===== src/rtl/autobaud_pkg.sv =====
package autobaud_pkg;
    typedef enum logic [2:0] {
        ST_IDLE,
        ST_WAIT_HIGH,
        ST_WAIT_START,
        ST_MEASURE,
        ST_LOCKED
    } ab_state_e;
endpackage


===== src/rtl/ab_line_sync.sv =====
module ab_line_sync #(
    parameter int STAGES = 2
) (
    input  logic clk,
    input  logic rst_n,
    input  logic din,
    output logic dout
);
    logic [STAGES-1:0] sh_q;

    // Shift chain resets to the idle-high line level.
    always_ff @(posedge clk) begin
        if (!rst_n) sh_q <= '1;
        else        sh_q <= {sh_q[STAGES-2:0], din};
    end

    assign dout = sh_q[STAGES-1];
endmodule


===== src/rtl/ab_rate_match.sv =====
module ab_rate_match #(
    parameter int BASE_DIV  = 1152,
    parameter int NUM_RATES = 6,
    parameter int TOL_PCT   = 12,
    parameter int CNT_W     = 16,
    parameter int CODE_W    = $clog2(NUM_RATES)
) (
    input  logic [CNT_W-1:0]  count_i,
    output logic              hit_o,
    output logic [CODE_W-1:0] code_o,
    output logic [CNT_W-1:0]  div_o
);
    logic [31:0]          cnt_ext;
    logic [NUM_RATES-1:0] hit;

    assign cnt_ext = 32'(count_i);

    // One window comparator per rate; windows do not overlap.
    for (genvar g = 0; g < NUM_RATES; g++) begin : g_win
        localparam int DIVG = BASE_DIV << (NUM_RATES - 1 - g);
        localparam int TOLG = (DIVG * TOL_PCT) / 100;
        assign hit[g] = (cnt_ext >= 32'(DIVG - TOLG)) && (cnt_ext <= 32'(DIVG + TOLG));
    end

    assign hit_o = |hit;

    always_comb begin
        code_o = '0;
        div_o  = '0;
        for (int k = 0; k < NUM_RATES; k++) begin
            if (hit[k]) begin
                code_o = CODE_W'(k);
                div_o  = CNT_W'(BASE_DIV << (NUM_RATES - 1 - k));
            end
        end
    end
endmodule


===== src/rtl/autobaud_detect.sv =====
module autobaud_detect
    import autobaud_pkg::*;
#(
    parameter int BASE_DIV    = 1152,
    parameter int NUM_RATES   = 6,
    parameter int TOL_PCT     = 12,
    parameter int CNT_W       = 16,
    parameter int SYNC_STAGES = 2,
    localparam int CODE_W     = $clog2(NUM_RATES),
    localparam int GLITCH_MIN = BASE_DIV / 2
) (
    input  logic              clk,
    input  logic              rst_n,
    input  logic              host_txd,
    input  logic              arm,
    output logic [CODE_W-1:0] rate_code,
    output logic [CNT_W-1:0]  divisor,
    output logic              locked,
    output logic              rate_err
);
    typedef struct packed {
        ab_state_e         st;
        logic [CNT_W-1:0]  cnt;
        logic [CODE_W-1:0] code;
        logic [CNT_W-1:0]  div;
        logic              lock;
        logic              err;
    } regs_t;

    regs_t             r_d, r_q;
    logic              line_s;
    logic              m_hit;
    logic [CODE_W-1:0] m_code;
    logic [CNT_W-1:0]  m_div;

    ab_line_sync #(.STAGES(SYNC_STAGES)) u_sync (
        .clk  (clk),
        .rst_n(rst_n),
        .din  (host_txd),
        .dout (line_s)
    );

    ab_rate_match #(
        .BASE_DIV (BASE_DIV),
        .NUM_RATES(NUM_RATES),
        .TOL_PCT  (TOL_PCT),
        .CNT_W    (CNT_W),
        .CODE_W   (CODE_W)
    ) u_match (
        .count_i(r_q.cnt),
        .hit_o  (m_hit),
        .code_o (m_code),
        .div_o  (m_div)
    );

    always_comb begin
        r_d      = r_q;
        r_d.lock = 1'b0;
        r_d.err  = 1'b0;
        if (arm) begin
            r_d.st  = ST_WAIT_HIGH;
            r_d.cnt = '0;
        end else begin
            unique case (r_q.st)
                ST_WAIT_HIGH:  if (line_s) r_d.st = ST_WAIT_START;
                ST_WAIT_START: begin
                    if (!line_s) begin
                        r_d.st  = ST_MEASURE;
                        r_d.cnt = CNT_W'(1);
                    end
                end
                ST_MEASURE: begin
                    if (!line_s) begin
                        if (r_q.cnt != '1) r_d.cnt = r_q.cnt + 1'b1;
                    end else if (32'(r_q.cnt) < 32'(GLITCH_MIN)) begin
                        r_d.st = ST_WAIT_START;
                    end else if (m_hit) begin
                        r_d.st   = ST_LOCKED;
                        r_d.code = m_code;
                        r_d.div  = m_div;
                        r_d.lock = 1'b1;
                    end else begin
                        r_d.st  = ST_WAIT_START;
                        r_d.err = 1'b1;
                    end
                end
                default: ;
            endcase
        end
    end

    always_ff @(posedge clk) begin
        if (!rst_n) begin
            r_q.st   <= ST_IDLE;
            r_q.cnt  <= '0;
            r_q.code <= '0;
            r_q.div  <= '0;
            r_q.lock <= 1'b0;
            r_q.err  <= 1'b0;
        end else begin
            r_q <= r_d;
        end
    end

    assign rate_code = r_q.code;
    assign divisor   = r_q.div;
    assign locked    = r_q.lock;
    assign rate_err  = r_q.err;
endmodule


===== config.mk =====
export PLATFORM = sky130hd
export DESIGN_NAME = autobaud_detect
export DESIGN_NICKNAME = d
export VERILOG_FILES = /design/src/rtl/autobaud_pkg.sv /design/src/rtl/ab_line_sync.sv /design/src/rtl/ab_rate_match.sv /design/src/rtl/autobaud_detect.sv
export SDC_FILE = /design/constraint.sdc
export NUM_CORES = 1
export LEC_CHECK = 0
export ABC_CLOCK_PERIOD_IN_PS = 2200
export BUFFER_PORTS_ARGS = -buffer_cell sky130_fd_sc_hd__buf_2
export CORE_MARGIN = 3
export CORE_UTILIZATION = 35
export DETAILED_ROUTE_END_ITERATION = 8
export SLEW_MARGIN = 20
export SYNTH_ARGS = -nofsm -noshare
export SYNTH_HDL_FRONTEND = slang
export SYNTH_SLANG_ARGS = --single-unit

===== constraint.sdc =====
create_clock -name clk -period 2.2 [get_ports clk]
set_input_delay 0.22 -clock clk [delete_from_list [all_inputs] [get_ports clk]]
set_output_delay 0.22 -clock clk [all_outputs]
set_load 0.02 [all_outputs]

==> flow_summary.toml <==
[clocking]
cts_buffers = 5
h-tree-depth = 2
clock_latency_ps = 290
clk_pin_slew_ps = 80
cts_hold_buf = 0
root_buffer = "clkbuf_8"
cts_buffer_depth = 2
cts_tree = "done"
cts.sinks = 35

[detailed_routing]
drt_pass1_iterations = 4
num_vias = 2231
drc = 0
drtIter0Drc = 134
routedWlPerCell_microns = 14.2
route.met3.wl_microns = 245
met2_length_mm = 2.75
routed.top_layer = "met4"
routed_via_density = 5.27
drt-met1-wl_mm = 2.91
routed_wl_mm = 6.02
ant_nets = 0

[sta]
setup_slack_ps = -29.3
slew_headroom_pct = 62.5
setup_viol = 2
max_clock_freq_ghz = 0.449
worstMarginPinSlew_ps = 562
min_period_ps = 2230
hold_ws_ps = 103
finalCritPeriodShare_pct = 101
fin_skew_ps = 9.77
final-hold-violation-count = 0
rsz0062_at_grt = "yes"
slew_violations = 0

[critical_path]
rr_endpoint = "rate_code[2]$_SDFFE_PN0P_"
crit_top_cell = "nor2_4"
worst_r2r_path_depth = 8
arrival_ps = 2470
path_class = "reg -> reg"
crit_path_cell_trace = "buf_6 > and4bb_2 > a31o_1 > a21oi_2 > nor2_4 > or4_4 > nor2_4 > o221a_2"
cp-end-kind = "flip-flop"
ff2ff_setup_slack_ps = -30
path_max_fanout = 5
crit_required_ps = 2440
cp_slowest_cell = "or4_4"
r2r-start = "r_q[24]$_SDFFE_PP0P_"
cp_slowest_stage_delay_ps = 560
startpoint_type = "flip-flop"

[finish]
antennaDiodeCount = 0
nFillCells = 613
final_core_util_pct = 46.9
fin_cells = 423
drive_gt1_share_pct = 41.6
syn_to_final_growth_pct = 28.1
nets = 352

[placement]
hpwlAfterDp_mm = 4.45
place_inst = 411
gp_congestion = 0.919
pre_cts_ws_ps = -154
port_buffers = 17

[yosys]
yosys.area.top_type_share_pct = 29.8
ys_seq_area_share_pct = 29.8
yosys-top-cells-count = "35 x dfxtp_1, 33 x nor2_1, 24 x buf_4"
async_reset_ff_share_pct = 0
synth_edf_count = 0
yosysTopAreaCell = "dfxtp_1"
ys_types = 63
synth.ff_latch_count = 35
yosys_warnings = 0
synth_ff_type = "dfxtp_1"
yosysMostFrequentCell = "dfxtp_1"
syn_area_sq_mm = 0.00235
synthTopCellsByArea = "dfxtp_1 30%, buf_4 7.7%, nor2_1 5.3%"
syn_inst = 290
avgSynthCellArea_sq_um = 8.10

[power]
leakage_nw = 1.18
ir_worst_vdd_mv = 0.222
power_density_mw_per_mm2 = 389

[run_status]
outcome = "finished, violations left"
violations = "setup timing"

[grt]
overflow = 0
grt_max_degree = 15
antenna_found_initial = 0
grt_pass1_vias = 1987
grt_pass1_wl_mm = 9.65
grt_use_total_pct = 15.7

[floorplanning]
core_sq_mm = 0.00642
die_area_sq_mm = 0.00773
die_h_microns = 87.9
die_x_microns = 87.9
num_rows = 29
start_util_pct = 36.6
io_pins = 25

[min_path]
min_path_cells = 2
hp-start = "host_txd"
min_to = "u_sync.sh_q[0]$_SDFF_PN1_"
hold_class = "in -> reg"

[run]
max_cap_violations = 0
==> flip-flops by register name (all words and copies together), names as in the netlist <==
register and count:
divisor 9, locked 1, r_q 19, rate_code 3, rate_err 1, u_sync.sh_q 2
==> logic make-up after synthesis <==
| kind of cell | after synthesis | synth area share [%] |
|---|---|---|
| AND/OR/NAND/NOR | 118 | 28.2 |
| AO/OA/AOI/OAI | 71 | 21.4 |
| buffers and inverters | 49 | 14.1 |
| flip-flops | 35 | 29.8 |
| XOR/XNOR | 13 | 4.85 |
| adder cells (fa/ha/maj) | 3 | 1.60 |
| other | 1 | 0.160 |
==> routing by layer <==
| metal | up-vias | GRT usage, % |
|---|---|---|
| li1 | 1119 | - |
| met1 | 1058 | 22.8 |
| met2 | 45 | 23.5 |
| met3 | 9 | 2.35 |
| met4 | 0 | 5.72 |
| met5 | - | 0 |
==> cell type report <==
cell class	instances	area, sq um	area share, %
clock buffer	5	68.8	2.29
timing repair buffer	82	577	19.2
clock inverter	3	20.0	0.665
tap	77	96.3	3.20
inverter	9	33.8	1.12
multi-input combinational	212	1490	49.3
sequential	35	729	24.2
==> worst max-delay path, delay by kind of cell, from the launching register on <==
| family | cells | cell delay, ps |
|---|---|---|
| AO/OA/AOI/OAI | 3 | 610 |
| AND/OR/NAND/NOR | 4 | 1060 |
| buffers and inverters | 1 | 120 |
| flip-flops | 1 | 370 |
==> worst max-delay path by stage <==
stage                               startpoint                        end  slack [ps]  cells after the start
after global placement    r_q[28]$_SDFFE_PP0P_       r_q[31]$_SDFFE_PP0P_        -160                      8
after floorplan           r_q[22]$_SDFFE_PP0P_   divisor[12]$_SDFFE_PN0P_          50                      8
after detailed placement  r_q[28]$_SDFFE_PP0P_       r_q[31]$_SDFFE_PP0P_        -150                      8
after global routing      r_q[30]$_SDFFE_PP0P_  rate_code[1]$_SDFFE_PN0P_        -110                      8
final                     r_q[24]$_SDFFE_PP0P_  rate_code[2]$_SDFFE_PN0P_         -30                      8
after CTS                 r_q[21]$_SDFFE_PP0P_  rate_code[0]$_SDFFE_PN0P_         -10                      9
==> cell usage in the layout (no fill, tap or decap), types with 2 or more instances in the layout <==
| master | instances |
|---|---|
| dfxtp_4 | 6 |
| clkinvlp_4 | 2 |
| nor3_1 | 6 |
| o211ai_1 | 2 |
| nor2_4 | 3 |
| inv_2 | 2 |
| nor4_1 | 3 |
| o21ai_0 | 11 |
| ha_2 | 2 |
| nor2_1 | 33 |
| nand2_1 | 14 |
| xor2_1 | 5 |
| a2111oi_2 | 2 |
| o221a_2 | 2 |
| inv_1 | 6 |
| a2111oi_1 | 2 |
| a211oi_1 | 2 |
| nand2_4 | 2 |
| or3_1 | 2 |
| buf_4 | 64 |
| nor4_2 | 2 |
| a211oi_2 | 3 |
| nor2b_2 | 2 |
| nand4_1 | 9 |
| dfxtp_1 | 24 |
| nand3_1 | 14 |
| buf_2 | 17 |
| a21oi_1 | 16 |
| nor4_4 | 2 |
| conb_1 | 7 |
| nand2b_1 | 8 |
| or4_1 | 3 |
| a31oi_1 | 7 |
| o21ai_1 | 4 |
| dfxtp_2 | 5 |
| xnor2_1 | 8 |
| or4b_1 | 2 |
| clkbuf_8 | 5 |
| a21oi_2 | 6 |
| nor2b_1 | 2 |
==> where the power goes <==
| group | internal, mW | total (mW) | switching [mW] | leakage (nW) |
|---|---|---|---|---|
| combinational | 0.0173 | 0.0565 | 0.0392 | 0.847 |
| sequential | 0.634 | 0.640 | 0.00622 | 0.291 |
| clock | 0.220 | 0.474 | 0.253 | 0.0402 |
==> repair_timing <==
action | 4_1_cts | 5_1_grt
pin swaps | 8 | 15
buffers inserted | 1 | 3
resized for setup | 22 | 30
endpoints found under the setup margin | 21 | 23
==> stage by stage <==
| stage | instance area (sq um) | TNS, ps | power [mW] |
|---|---|---|---|
| final | 3010 | -55.7 | 1.17 |
| after global routing | 3010 | -946 | 1.21 |
| after CTS | 2870 | -30.4 | 1.18 |
| after detailed placement | 2720 | -1310 | 0.719 |
| after global placement | 2720 | -1290 | 0.718 |
| after floorplan | 2370 | 0 | 0.718 |
(Power assumes the default switching activity.)
